==> config.mk <==
export PLATFORM = sky130hd
export DESIGN_NAME = bitio_ctrl
export DESIGN_NICKNAME = d
export VERILOG_FILES = /design/src/rtl/bitio_pkg.sv /design/src/rtl/bitio_seq.sv /design/src/rtl/bitio_addr.sv /design/src/rtl/bitio_data.sv /design/src/rtl/bitio_ctrl.sv
export SDC_FILE = /design/constraint.sdc
export NUM_CORES = 1
export LEC_CHECK = 0
export BUFFER_PORTS_ARGS = -buffer_cell sky130_fd_sc_hd__buf_2
export CAP_MARGIN = 40
export CORE_UTILIZATION = 50
export CTS_BUF_LIST = sky130_fd_sc_hd__clkbuf_16
export CTS_CLUSTER_DIAMETER = 100
export DETAILED_ROUTE_END_ITERATION = 10
export HOLD_SLACK_MARGIN = 0.05
export PLACE_DENSITY = 0.77
export SLEW_MARGIN = 30
export SYNTH_ARGS = -nofsm -noshare
export SYNTH_HDL_FRONTEND = slang
export SYNTH_HIERARCHICAL = 1
export SYNTH_SLANG_ARGS = --single-unit
==> constraint.sdc <==
create_clock -name clk -period 2.5 [get_ports clk]
set_input_delay 0.5 -clock clk [delete_from_list [all_inputs] [get_ports clk]]
set_output_delay 0.5 -clock clk [all_outputs]
set_load 0.02 [all_outputs]
==> src/rtl/bitio_pkg.sv <==
package bitio_pkg;

    typedef enum logic {
        ST_IDLE = 1'b0,
        ST_RUN  = 1'b1
    } bitio_state_e;

endpackage

==> src/rtl/bitio_seq.sv <==
module bitio_seq
    import bitio_pkg::*;
#(
    parameter int unsigned MAX_BITS  = 16,
    parameter int unsigned BYTE_BITS = 8,
    localparam int unsigned CW       = $clog2(MAX_BITS)
) (
    input  logic          clk,
    input  logic          rst_n,
    input  logic          start_i,
    input  logic [CW-1:0] count_i,
    output logic          accept_o,
    output logic          run_o,
    output logic          phase_o,
    output logic          slot_end_o,
    output logic          advance_o,
    output logic [CW-1:0] idx_o,
    output logic          done_o,
    output logic          wide_o
);

    localparam logic [CW-1:0] BYTE_LIM = CW'(BYTE_BITS);

    typedef struct packed {
        bitio_state_e  state;
        logic          phase;
        logic [CW-1:0] idx;
        logic [CW-1:0] last_idx;
        logic          done;
        logic          wide;
    } seq_t;

    seq_t s_d, s_q;
    logic accept;
    logic is_last;

    assign accept  = (s_q.state == ST_IDLE) && start_i;
    assign is_last = (s_q.idx == s_q.last_idx);

    always_comb begin
        s_d      = s_q;
        s_d.done = 1'b0;
        if (accept) begin
            s_d.state    = ST_RUN;
            s_d.phase    = 1'b0;
            s_d.idx      = '0;
            // count of zero wraps to all ones: the full width
            s_d.last_idx = count_i - CW'(1);
            s_d.wide     = (count_i == '0) || (count_i > BYTE_LIM);
        end else if (s_q.state == ST_RUN) begin
            if (!s_q.phase) begin
                s_d.phase = 1'b1;
            end else begin
                s_d.phase = 1'b0;
                if (is_last) begin
                    s_d.state = ST_IDLE;
                    s_d.done  = 1'b1;
                end else begin
                    s_d.idx = s_q.idx + CW'(1);
                end
            end
        end
    end

    always_ff @(posedge clk or negedge rst_n) begin
        if (!rst_n) begin
            s_q <= '{state: ST_IDLE, phase: 1'b0, idx: '0, last_idx: '0,
                     done: 1'b0, wide: 1'b0};
        end else begin
            s_q <= s_d;
        end
    end

    assign accept_o   = accept;
    assign run_o      = (s_q.state == ST_RUN);
    assign phase_o    = s_q.phase;
    assign slot_end_o = run_o && s_q.phase;
    assign advance_o  = slot_end_o && !is_last;
    assign idx_o      = s_q.idx;
    assign done_o     = s_q.done;
    assign wide_o     = s_q.wide;


    done_pulse_chk: assert property (@(posedge clk) disable iff (!rst_n)
        done_o |=> !done_o);


    busy_end_done_chk: assert property (@(posedge clk) disable iff (!rst_n)
        $fell(run_o) |-> done_o);

endmodule

==> src/rtl/bitio_addr.sv <==
module bitio_addr #(
    parameter int unsigned AW = 12
) (
    input  logic          clk,
    input  logic          rst_n,
    input  logic          load_i,
    input  logic [AW-1:0] base_i,
    input  logic          step_i,
    output logic [AW-1:0] addr_o
);

    typedef struct packed {
        logic [AW-1:0] addr;
    } addr_t;

    addr_t a_d, a_q;

    always_comb begin
        a_d = a_q;
        if (load_i) begin
            a_d.addr = base_i;
        end else if (step_i) begin
            a_d.addr = a_q.addr + AW'(1);
        end
    end

    always_ff @(posedge clk or negedge rst_n) begin
        if (!rst_n) begin
            a_q <= '{addr: '0};
        end else begin
            a_q <= a_d;
        end
    end

    assign addr_o = a_q.addr;

endmodule

==> src/rtl/bitio_data.sv <==
module bitio_data #(
    parameter int unsigned MAX_BITS = 16,
    localparam int unsigned CW      = $clog2(MAX_BITS)
) (
    input  logic                clk,
    input  logic                rst_n,
    input  logic                load_i,
    input  logic [MAX_BITS-1:0] wdata_i,
    input  logic                dir_out_i,
    input  logic                run_i,
    input  logic                slot_end_i,
    input  logic [CW-1:0]       idx_i,
    input  logic                din_i,
    output logic                dir_o,
    output logic                dout_o,
    output logic [MAX_BITS-1:0] rdata_o
);

    typedef struct packed {
        logic [MAX_BITS-1:0] word;
        logic [MAX_BITS-1:0] res;
        logic                dir;
    } data_t;

    data_t d_d, d_q;

    always_comb begin
        d_d = d_q;
        if (load_i) begin
            d_d.word = wdata_i;
            d_d.res  = '0;
            d_d.dir  = dir_out_i;
        end else if (slot_end_i && !d_q.dir) begin
            d_d.res[idx_i] = din_i;
        end
    end

    always_ff @(posedge clk or negedge rst_n) begin
        if (!rst_n) begin
            d_q <= '{word: '0, res: '0, dir: 1'b0};
        end else begin
            d_q <= d_d;
        end
    end

    assign dir_o   = d_q.dir;
    assign dout_o  = run_i && d_q.dir && d_q.word[idx_i];
    assign rdata_o = d_q.res;

endmodule

==> src/rtl/bitio_ctrl.sv <==
module bitio_ctrl #(
    parameter int unsigned AW        = 12,
    parameter int unsigned MAX_BITS  = 16,
    parameter int unsigned BYTE_BITS = 8,
    localparam int unsigned CW       = $clog2(MAX_BITS)
) (
    input  logic                clk,
    input  logic                rst_n,
    input  logic                start_i,
    input  logic [AW-1:0]       base_addr_i,
    input  logic [CW-1:0]       count_i,
    input  logic                dir_out_i,
    input  logic [MAX_BITS-1:0] wdata_i,
    output logic                busy_o,
    output logic                done_o,
    output logic [MAX_BITS-1:0] rdata_o,
    output logic [1:0]          ptr_step_o,
    output logic [AW-1:0]       bit_addr_o,
    output logic                bit_dout_o,
    output logic                bit_strobe_o,
    input  logic                bit_din_i
);

    logic          accept;
    logic          run;
    logic          phase;
    logic          slot_end;
    logic          advance;
    logic [CW-1:0] idx;
    logic          wide;
    logic          dir;

    bitio_seq #(
        .MAX_BITS (MAX_BITS),
        .BYTE_BITS(BYTE_BITS)
    ) u_seq (
        .clk       (clk),
        .rst_n     (rst_n),
        .start_i   (start_i),
        .count_i   (count_i),
        .accept_o  (accept),
        .run_o     (run),
        .phase_o   (phase),
        .slot_end_o(slot_end),
        .advance_o (advance),
        .idx_o     (idx),
        .done_o    (done_o),
        .wide_o    (wide)
    );

    bitio_addr #(
        .AW(AW)
    ) u_addr (
        .clk   (clk),
        .rst_n (rst_n),
        .load_i(accept),
        .base_i(base_addr_i),
        .step_i(advance),
        .addr_o(bit_addr_o)
    );

    bitio_data #(
        .MAX_BITS(MAX_BITS)
    ) u_data (
        .clk       (clk),
        .rst_n     (rst_n),
        .load_i    (accept),
        .wdata_i   (wdata_i),
        .dir_out_i (dir_out_i),
        .run_i     (run),
        .slot_end_i(slot_end),
        .idx_i     (idx),
        .din_i     (bit_din_i),
        .dir_o     (dir),
        .dout_o    (bit_dout_o),
        .rdata_o   (rdata_o)
    );

    assign busy_o       = run;
    assign bit_strobe_o = run && phase && dir;
    assign ptr_step_o   = wide ? 2'd2 : 2'd1;


    strobe_single_chk: assert property (@(posedge clk) disable iff (!rst_n)
        bit_strobe_o |=> !bit_strobe_o);


    strobe_addr_hold_chk: assert property (@(posedge clk) disable iff (!rst_n)
        bit_strobe_o |-> $stable(bit_addr_o));


    strobe_data_hold_chk: assert property (@(posedge clk) disable iff (!rst_n)
        bit_strobe_o |-> $stable(bit_dout_o));


    strobe_in_busy_chk: assert property (@(posedge clk) disable iff (!rst_n)
        bit_strobe_o |-> busy_o && !done_o);

endmodule

==> summary.md <==
| Metric | Value |
|---|---|
| Status | complete, no violations |
| Hold slack final | 0.233 ns |
| 1st-iter DRT viols | 136 |
| Resized Gates After CTS | 0 |
| WL final | 6450 um |
| Share of cells above drive strength 1 | 0.335 |
| CTS hold repair buffers | 0 |
| Max Buffers Root-to-Sink | 2 |
| Leakage | 1.72 nW |
| Fin crit period | 2.30 ns |
| Die height | 80.5 um |
| Clock H-tree levels | 3 |
| GRT Resource Usage Total | 0.221 |
| Buffers on Ports | 70 |
| Root Buffer Master | clkbuf_16 |
| Clock Latency Late Sink | 0.32 ns |
| CP max stage delay | 0.48 ns |
| TritonCTS clock tree | yes |
| Worst path buffer plus inverter count | 2 |
| Worst EP arrival | 1.80 ns |
| Post-synth top cells | dfrtp_1 (57), nand2_1 (40), buf_4 (22), nand3_1 (21), mux2_2 (17) |
| Critical path's top delay family | compound AO/OA/AOI/OAI gates |
| Reg power frac | 0.360 |
| Die area | 6480 sq um |
| Switching Fraction | 0.389 |
| First-pass GRT wire length | 10700 um |
| Routability cong. | 0.778 |
| Crit-path cells | buf_4 > mux2i_1 > a31oi_1 > o211ai_1 > a21oi_1 > buf_2 |
| Max VDD drop | 644 uV |
| Initial antenna violation count | 0 |
| Num CTS Buffers | 9 |
| Hpwl dp | 4640 um |
| Internal | 0.00293 W |
| Clk pwr share | 0.236 |
| Sequential share of the synthesized area | 0.463 |
| Initial Util | 0.521 |
| Congestion Overflow GR | 0 |
| Post-synth cell types | 42 |
| Worst min-delay path class | in2async |
| DR WL/cell | 14.8 um |
| Rows | 28 |
| N_diodes | 0 |
| Setup crit end kind | primary output |
| Critical path class | reg2out |
| Setup_tns | 0 ns |
| Detailed Routing Iterations Pass 1 | 4 |
| Post-Synthesis Cells | 302 |
| Synth-to-layout area growth | 17.8% |
| Synth Register Bits | 57 |
| Switching pwr | 0.00186 W |
| Critical-path top delay cell | dfrtp_2 |
| Most common cell in the netlist | dfrtp_1 |
| Combinational share of power | 0.403 |
| Cell area after layout | 3630 sq um |
| Least-Margin Pin Slew | 0.710 ns |
| Area leader, netlist | dfrtp_1 |
| DRC viols | 0 |
| Setup bufs post-CTS | 0 |
| Final worst path period share | 0.921 |
| Yosys top cell area share | 0.463 |
| Max-slew headroom | 0.526 |
| Required time worst endpoint | 2.00 ns |
| Nets | 397 |
| Core ar. | 5920 sq um |
| Via count | 2389 |
| Achievable Freq | 0.435 GHz |
| Io pins | 71 |
| Syn Area/Cell | 10.2 sq um |
| Clk sinks | 57 |
| Largest net degree at the start of global routing | 33 |
| Crit Path Max Fanout | 8 |
| Final Hold Viols | 0 |
| Area after DPL | 3360 sq um |
| Detailed-route vias per instance | 5.48 |
| Synth Warn # | 6 |
| Vias in the first global route | 2260 |
| Skew final | 0.00464 ns |
| Critical Path Start Type | register |
| Antenna-violating nets left | 0 |
| Net count of the mapped netlist | 342 |
| RSZ-0062 raised after global routing | false |
| Final setup violation count | 0 |
| Async SR Flop Fraction | 1.00 |
| Total of max-cap violations | 0 |
| PwrDens | 1320 nW/um^2 |
| Reg clk slew, reported paths | 0.05 ns |
| Post-synth EDFFs | 0 |
| Post-synthesis cell area | 3080 sq um |
| Slew Limit Fails | 0 |
| Die Width | 80.5 um |
| Area contributors post-synth | dfrtp_1 (46%), mux2_2 (6.2%), buf_4 (5.4%) |
| Ys flop type | dfrtp_1 |
-- path summary, 6_finish.rpt --
kind / from / end / slack, ns / depth (start not counted)
worst max-delay path: u_seq/idx_o[0] / bit_dout_o / 0.20 / 6
min in group clk: base_addr_i[0] / u_addr/addr_o[0] / 0.39 / 3
max in group asynchronous: rst_n / u_addr/addr_o[0] / 1.59 / 2
worst min-delay path: rst_n / u_data/rdata_o[4] / 0.23 / 1
worst max register to register: u_seq/idx_o[0] / u_addr/addr_o[8] / 0.34 / 6
worst min register to register: u_seq/s_q[3] / u_seq/s_q[3] / 0.51 / 2
-- through the flow --
step	power, W	cells	utilization	setup slack [ns]
floorplan	0.00328	302	-	0.272
global placement	0.00357	421	0.567	0.390
detailed placement	0.00367	421	0.567	0.282
CTS	0.00483	436	0.613	0.0788
global route	0.00513	436	0.613	0.102
finish	0.00480	436	0.613	0.199
-- cells by family (layout without fill, tap and decap cells) --
kind of cell,Yosys count,after routing,share of synthesized area
adders and majority gates,3,3,0.0122
AOI/OAI and AO/OA,39,39,0.0771
buffers and inverters,46,105,0.0958
xor gates and xnor gates,12,12,0.0341
and+or+nand+nor,111,111,0.193
muxes,34,34,0.125
DFF,57,57,0.463
-- cell type report --
cell class,count,area (sq um)
fill,511,2290
clock inverter,6,50.0
sequential,57,1430
multi-input combinational,199,1360
inverter,7,26.3
timing repair buffer,83,448
tap,75,93.8
clock buffer,9,225
-- registers in the layout, indices dropped and copies added, names as in the netlist, 4 cells and up --
| name | flops |
|---|---|
| u_seq/s_q | 4 |
| u_data/rdata_o | 16 |
| u_seq/idx_o | 4 |
| u_addr/addr_o | 12 |
| u_data/d_q | 16 |
-- layer usage --
metal  vias up  share of wire  track usage
li1       1152              -            -
met1      1167           0.45        0.286
met2        64           0.50        0.351
met3         6          0.045       0.0602
met4         0         0.0085       0.0857
met5         -              0            0
-- cell usage in the layout (no fill, tap or decap), types with 3 or more instances in the layout --
| master | n |
|---|---|
| buf_2 | 70 |
| dfrtp_1 | 56 |
| nand2_1 | 40 |
| nand3_1 | 21 |
| mux2_2 | 17 |
| nor2_1 | 16 |
| mux2i_1 | 15 |
| buf_4 | 13 |
| o21ai_0 | 11 |
| a21oi_1 | 11 |
| clkbuf_16 | 9 |
| xor2_1 | 8 |
| inv_1 | 7 |
| or4_1 | 6 |
| a31oi_1 | 6 |
| clkinv_1 | 4 |
| xnor2_1 | 4 |
| nand4_1 | 4 |
| o31ai_1 | 4 |
| nor2b_1 | 4 |
| nand2b_1 | 4 |
| nor3_1 | 3 |
| o211ai_1 | 3 |
| ha_1 | 3 |
-- power by group through the flow --
stage | clock network (W) | registers (W) | logic, W
global placement | 0 | 0.00171 | 0.00186
finish | 0.00113 | 0.00173 | 0.00193
global route | 0.00121 | 0.00180 | 0.00213
CTS | 0.00116 | 0.00173 | 0.00194
floorplan | 0 | 0.00176 | 0.00151
detailed placement | 0 | 0.00174 | 0.00193
(Power assumes the default switching activity.)
